**config.mk**
```make
export PLATFORM = sky130hd
export DESIGN_NAME = irq_vector_gen
export DESIGN_NICKNAME = d
export VERILOG_FILES = /design/src/rtl/irqv_pkg.sv /design/src/rtl/irqv_boot_region.sv /design/src/rtl/irqv_gate.sv /design/src/rtl/irqv_prio.sv /design/src/rtl/irq_vector_gen.sv
export SDC_FILE = /design/constraint.sdc
export NUM_CORES = 1
export LEC_CHECK = 0
export ABC_CLOCK_PERIOD_IN_PS = 1390
export BUFFER_PORTS_ARGS = -buffer_cell sky130_fd_sc_hd__buf_4
export CORE_MARGIN = 3
export CORE_UTILIZATION = 32
export CTS_CLUSTER_SIZE = 16
export DETAILED_ROUTE_END_ITERATION = 16
export GPL_TIMING_DRIVEN = 0
export PLACE_DENSITY = 0.76
export SLEW_MARGIN = 20
export SYNTH_ARGS = -nofsm -noshare
export SYNTH_HDL_FRONTEND = slang
export SYNTH_SLANG_ARGS = --single-unit
```
**constraint.sdc**
```tcl
create_clock -name clk -period 1.39 [get_ports clk]
set_input_delay 0.139 -clock clk [delete_from_list [all_inputs] [get_ports clk]]
set_output_delay 0.139 -clock clk [all_outputs]
set_load 0.05 [all_outputs]
```
**src/rtl/irqv_pkg.sv**
```systemverilog
package irqv_pkg;
  // control bits that select table placement and lock behaviour
  typedef struct packed {
    logic vec_sel;
    logic app_lock;
    logic boot_lock;
  } lock_cfg_t;
endpackage

```
**src/rtl/irqv_boot_region.sv**
```systemverilog
module irqv_boot_region #(
  parameter int FLASH_WORDS = 8192,
  parameter int BOOT_WORDS  = 1024,
  parameter int AW          = 13
) (
  input  logic [AW-1:0] pc,
  output logic [AW-1:0] boot_base,
  output logic          in_boot
);
  localparam int BootStart = FLASH_WORDS - BOOT_WORDS;

  assign boot_base = AW'(BootStart);
  assign in_boot   = (pc >= boot_base);
endmodule

```
**src/rtl/irqv_gate.sv**
```systemverilog
module irqv_gate
  import irqv_pkg::*;
(
  input  logic      global_en,
  input  logic      prot_mask,
  input  lock_cfg_t cfg,
  input  logic      in_boot,
  output logic      allow
);
  logic app_block;
  logic boot_block;

  // table in boot, running in application code
  assign app_block  = cfg.vec_sel  & cfg.app_lock  & ~in_boot;
  // table in application area, running in boot code
  assign boot_block = ~cfg.vec_sel & cfg.boot_lock &  in_boot;

  assign allow = global_en & ~prot_mask & ~app_block & ~boot_block;
endmodule

```
**src/rtl/irqv_prio.sv**
```systemverilog
module irqv_prio #(
  parameter int N  = 20,
  parameter int IW = 5
) (
  input  logic [N-1:0]  req,
  output logic          hit,
  output logic [IW-1:0] idx
);
  logic [N:0]   lower_any;
  logic [N-1:0] grant;

  assign lower_any[0] = 1'b0;

  for (genvar k = 0; k < N; k++) begin : g_chain
    assign grant[k]       = req[k] & ~lower_any[k];
    assign lower_any[k+1] = lower_any[k] | req[k];
  end

  always_comb begin
    idx = '0;
    for (int k = 0; k < N; k++) begin
      if (grant[k]) idx = idx | IW'(k + 1);
    end
  end

  assign hit = lower_any[N];
endmodule

```
**src/rtl/irq_vector_gen.sv**
```systemverilog
module irq_vector_gen
  import irqv_pkg::*;
#(
  parameter int NUM_SRC     = 20,
  parameter int FLASH_WORDS = 8192,
  parameter int BOOT_WORDS  = 1024,
  localparam int IW = $clog2(NUM_SRC + 1),
  localparam int AW = $clog2(FLASH_WORDS)
) (
  input  logic               clk,
  input  logic               rst,
  input  logic [NUM_SRC-1:0] irq_req,
  input  logic               global_en,
  input  logic               prot_mask,
  input  logic               vec_sel,
  input  logic               rst_boot,
  input  logic               app_lock,
  input  logic               boot_lock,
  input  logic [AW-1:0]      pc,
  output logic               vec_valid,
  input  logic               vec_ready,
  output logic [IW-1:0]      vec_idx,
  output logic [AW-1:0]      vec_addr,
  output logic [AW-1:0]      reset_addr
);
  logic [AW-1:0] boot_base;
  logic          in_boot;
  logic          allow;
  logic          hit;
  logic [IW-1:0] pick_idx;
  logic [AW-1:0] table_base;
  logic          slot_free;
  logic          load;
  lock_cfg_t     cfg;

  assign cfg = '{vec_sel: vec_sel, app_lock: app_lock, boot_lock: boot_lock};

  irqv_boot_region #(
    .FLASH_WORDS(FLASH_WORDS),
    .BOOT_WORDS (BOOT_WORDS),
    .AW         (AW)
  ) i_region (
    .pc       (pc),
    .boot_base(boot_base),
    .in_boot  (in_boot)
  );

  irqv_gate i_gate (
    .global_en(global_en),
    .prot_mask(prot_mask),
    .cfg      (cfg),
    .in_boot  (in_boot),
    .allow    (allow)
  );

  irqv_prio #(
    .N (NUM_SRC),
    .IW(IW)
  ) i_prio (
    .req(irq_req),
    .hit(hit),
    .idx(pick_idx)
  );

  assign table_base = vec_sel  ? boot_base : '0;
  assign reset_addr = rst_boot ? boot_base : '0;

  assign slot_free = ~vec_valid | vec_ready;
  assign load      = slot_free & allow & hit;

  always_ff @(posedge clk) begin
    if (rst) begin
      vec_valid <= 1'b0;
      vec_idx   <= '0;
      vec_addr  <= '0;
    end else if (slot_free) begin
      vec_valid <= load;
      if (load) begin
        vec_idx  <= pick_idx;
        vec_addr <= table_base + AW'({pick_idx, 1'b0});
      end
    end
  end

  // presented vector holds under back-pressure
  a_r9_hold: assert property (@(posedge clk) disable iff (rst)
    (vec_valid && !vec_ready) |=> (vec_valid && $stable(vec_idx) && $stable(vec_addr)));

  // a presented index is a real interrupt source
  a_r2_idx_range: assert property (@(posedge clk) disable iff (rst)
    vec_valid |-> (vec_idx != '0 && int'(vec_idx) <= NUM_SRC));

  // no lower index was pending when the presented one was taken
  a_r7_lowest: assert property (@(posedge clk) disable iff (rst)
    (vec_valid && $past(load)) |->
      (($past(irq_req) & ((NUM_SRC'(1) << (vec_idx - IW'(1))) - NUM_SRC'(1))) == '0));

  // disabled or protected means nothing new is presented
  a_r8_disabled: assert property (@(posedge clk) disable iff (rst)
    ((!global_en || prot_mask) && slot_free) |=> !vec_valid);

  // application lock with table in boot section
  a_r5_app_lock: assert property (@(posedge clk) disable iff (rst)
    (vec_sel && app_lock && (pc < boot_base) && slot_free) |=> !vec_valid);

  // boot lock with table in application section
  a_r6_boot_lock: assert property (@(posedge clk) disable iff (rst)
    (!vec_sel && boot_lock && (pc >= boot_base) && slot_free) |=> !vec_valid);
endmodule

```
======== After elaboration in Yosys (flattened, before gate mapping) ========
Cells that the tools add are included.
storage, ports and cells
  word-level logic and storage cells ...... 101
  register bits after elaboration ......... 19
cells by class
  bitwise operators ....................... 73
  add/subtract/negate cells ............... 1
  reductions and logical operators ........ 1
  multiplexer cells ....................... 22
  $lt $le $gt $ge ......................... 1
operators by type and width
  cell                                          number
  2-to-1 mux 4 bit                              8
  AND 1 bit                                     28
  2-to-1 mux 13 bit                             2
  2-to-1 mux 5 bit                              5
  inverter 1 bit                                25
  bitwise OR 1 bit                              20
  adder 13 x 6 -> 13 bit                        1
  >= comparator 13 bit (second input constant)  1
  2-to-1 mux 3 bit                              4
  2-to-1 mux 2 bit                              2
  AND reduction 2 bit                           1
  2-to-1 mux 1 bit                              1

======== Logic depth before layout (Yosys ltp) ========
  depth after elaboration ................. 22
  gate-level depth with buffers ........... 5
  mapped depth without buffers ............ 5

======== By module ========
A second synthesis with hierarchy kept.
unflattened totals
  cells, all modules ...................... 207
  area, all modules ....................... 1556.5 sq um
by module, submodules not included
  module            area each (sq um)  cells an instance  instances
  irq_vector_gen    1166.1             149                1
  irqv_prio         254.0              39                 1
  irqv_boot_region  111.4              16                 1
  irqv_gate         25.0               3                  1

======== Worst setup path after synthesis ========
OpenSTA, ideal clock, no wires.
  kind .................................... flip-flop to flip-flop
  start ................................... reg vec_valid
  end ..................................... reg vec_idx[3]
  data arrival time ....................... 1.489 ns
  buffers on the path ..................... 0
  stages on the path, launching flop included .. 5
  slack ................................... -0.164 ns
  required time ........................... 1.325 ns
  cell sequence ........................... dfxtp_1 > a211o_1 > a211oi_4 > mux2i_1 > nor2b_1
on the way
  cells in the longest elaborated chain, start to end .. 5
RTL lines
  element                          line                  RTL
  start, declared                  irq_vector_gen.sv:20  output logic vec_valid,
  start signal, assigned           irq_vector_gen.sv:77  vec_valid <= load;
  inverter 1 bit *                 irq_vector_gen.sv:68  assign slot_free = ~vec_valid | vec_ready;
  bitwise OR 1 bit *               irq_vector_gen.sv:68
  AND 1 bit (2 in series)          irq_vector_gen.sv:69  assign load = slot_free & allow & hit;
  AND reduction 2 bit (no line) *  --
  end signal, assigned             irq_vector_gen.sv:79  vec_idx <= pick_idx;
  end, declared                    irq_vector_gen.sv:22  output logic [IW-1:0] vec_idx,
Every way passes the cells marked *; elsewhere a longest branch is shown, timed or not.
A chain may end at the register's enable or synchronous reset.

======== Worst setup path in the final report ========
Same ends and word-level chain as after synthesis.

==> metrics.csv <==
stage;metric;value;unit
outcome;outcome;finished, final reports clean;
logic_synthesis;seq_area_frac_synth;18.8;%
pwr;power_leakage;0.634;nW
grt;antenna_found_initial;0;
layout;final_util;59.7;%
logic_synthesis;synth_seq_cells;7;
pwr;ir_drop;0.380;mV
logic_synthesis;synth-xor-area-share;0;%
placement;place.gp.congestion;0.674;
logic_synthesis;synth_largest_area_cell;buf_4;
layout;fillers;209;
logic_synthesis;synth_area_leaders;buf_4 (25%), dfxtp_1 (19%), nor2_1 (6.0%);
layout;final_common_cell;buf_4;
pwr;p_per_area;651;nW/um^2
timing;drv_slew;0;
routing;drt_pass1_iterations;4;
grt;grt_pass1_vias;799;
floorplanning;num_io_pins;74;
timing;finalSetupViolCount;0;
timing;setup_tns;0;ns
clock_tree;cts_max_path_buffers;2;
floorplanning;initial_core_util;35.9;%
logic_synthesis;synth_top_family_by_area;buffers and inverters;
floorplanning;dieWidth;54.3;um
grt;grt_max_degree;10;
layout;layout.nets;205;
logic_synthesis;synthSimpleGateAreaFrac;25.6;%
timing;fin_skew;0.00135;ns
routing;drt-total-wl;1990;um
logic_synthesis;synthesis.area;747;um^2
floorplanning;die_h;54.3;um
timing;clock.fmax;0.739;GHz
layout;drive_gt1_share;51.2;%
routing;via_count;851;
setup_path;cp_max_fo;9;
clock_tree;cts_made_buffers;3;
setup_path;arrival;1.54;ns
logic_synthesis;synth_fa_ha_area_share;0;%
routing;viasPerCell;4.50;
logic_synthesis;synthFlopType;dfxtp_1;
routing;drc;0;
worst_hold_path;hold_class;in -> reg;
grt;grtUsageTotal;13.7;%
clock_tree;clkLatencyLatePin;0.25;ns
logic_synthesis;synth_edf_count;0;
logic_synthesis;netlist-cell-type-count;33;
logic_synthesis;async_reset_ff_share;0;%
job;maxCapViolations;0;
timing;holdWs;0.0952;ns
logic_synthesis;synthMuxAreaShare;4.02;%
logic_synthesis;synth_compound_gate_area_share;22.4;%
logic_synthesis;syn-mean-instance-area;7.78;um^2
placement;hpwl;1700;um
floorplanning;dieArea;2950;um^2
clock_tree;root_buffer;clkbuf_4;
layout;final_cell_mix;buf_4 (72), conb_1 (15), nor2_1 (12);
floorplanning;coreArea;2080;um^2
logic_synthesis;yosys_warnings;0;
pwr;power;0.000809;W
setup_path;crit_type;reg -> reg;
timing;post-route-min-period;1.35;ns
floorplanning;row_count;16;
routing;drt-initial-drc-count;7;
timing;hold_viol;0;
setup_path;end_kind;flop;
routing;wl_per_cell;10.5;um
clock_tree;h-tree-depth;1;
routing;drtAntennaViolNets;0;
timing;post-route-period-util;97.3;%
layout;area_delta_synth_final;66.3;%
grt;grt_overflow;0;
logic_synthesis;synthCells;96;
placement;io_buffer_count;47;
clock_tree;clock_sinks;7;
clock_tree;cts_tree;built;
timing;rsz0062_at_grt;yes;
clock_tree;cts.clk_slew.worst_paths;0.05;ns
setup_path;cp-start-kind;flop;
logic_synthesis;synth_top_area_share;25.1;%
setup_path;required;1.58;ns
layout;antenna_cells;0;
grt;grt_pass1_wl;3020;um
-- state kept, by name (all words and copies together), names as in the netlist --
register,cells
vec_valid,1
vec_addr,2
vec_idx,4
-- power by group --
| part | internal [W] | switching [W] |
|---|---|---|
| combinational | 0.000159 | 0.000249 |
| sequential | 0.000208 | 0.00000616 |
| clock | 0.000110 | 0.0000766 |
| total | 0.000477 | 0.000332 |
-- critical path, stage by stage (launching register included) --
cell and delay (ns):
dfxtp_4 0.34, a211o_1 0.30, a211oi_4 0.20, buf_12 0.16, mux2i_1 0.16, nor2b_1 0.13
-- area by class of cell --
cell class	instances	area [um^2]	share of cell area, %
tap	27	33.8	2.72
sequential	7	144	11.6
timing repair buffer	48	373	30.0
multi-input combinational	71	452	36.4
buffer	25	188	15.1
inverter	7	26.3	2.11
clock buffer	4	26.3	2.11
-- synthesized netlist by cell type (2+ instances only) --
cell type  instances
buf_4             25
nor2_1            12
dfxtp_1            7
inv_1              7
a21oi_1            5
a211oi_1           3
mux2i_1            3
nor3_1             3
a311oi_1           2
nand2_1            2
nand4_1            2
nor2b_1            2
nor4_2             2
o21ai_0            2
-- layer usage --
layer	vias to the layer above	GRT usage, %	routed length (um)
met2	50	24.5	935
met1	357	14.8	762
met3	5	3.00	239
met4	0	7.47	51
li1	439	-	-
met5	-	0	0
-- cell families after synthesis --
family,after synthesis
AND/OR/NAND/NOR,31
AO/OA/AOI/OAI,22
multiplexers,3
other,1
flip-flops,7
buffers and inverters,32
-- worst paths after layout --
path                      to       start  slack (ns)  cells after the start
setup / recovery  vec_idx[3]   vec_valid        0.04                      5
hold / removal     vec_valid         rst         0.1                      2
setup reg to reg  vec_idx[3]   vec_valid        0.04                      5
hold reg to reg   vec_idx[1]  vec_idx[1]        0.50                      2
-- through the flow --
step | cells | area, um^2 | setup WS [ns]
final | 189 | 1240 | 0.0376
after CTS | 189 | 1240 | 0.0240
after global placement | 184 | 1190 | -0.249
after global routing | 189 | 1240 | -0.0644
after floorplan | 110 | 803 | -0.0827
after detailed placement | 184 | 1190 | -0.287
-- what timing repair did --
item / 4_1_cts / 5_1_grt
gates resized for setup: 1 / 2
setup endpoints to repair: 6 / 7
hold buffers: 0 / 0
pin swaps: 1 / 1
setup buffers: 1 / 0
Power figures use the tool's default switching activity.
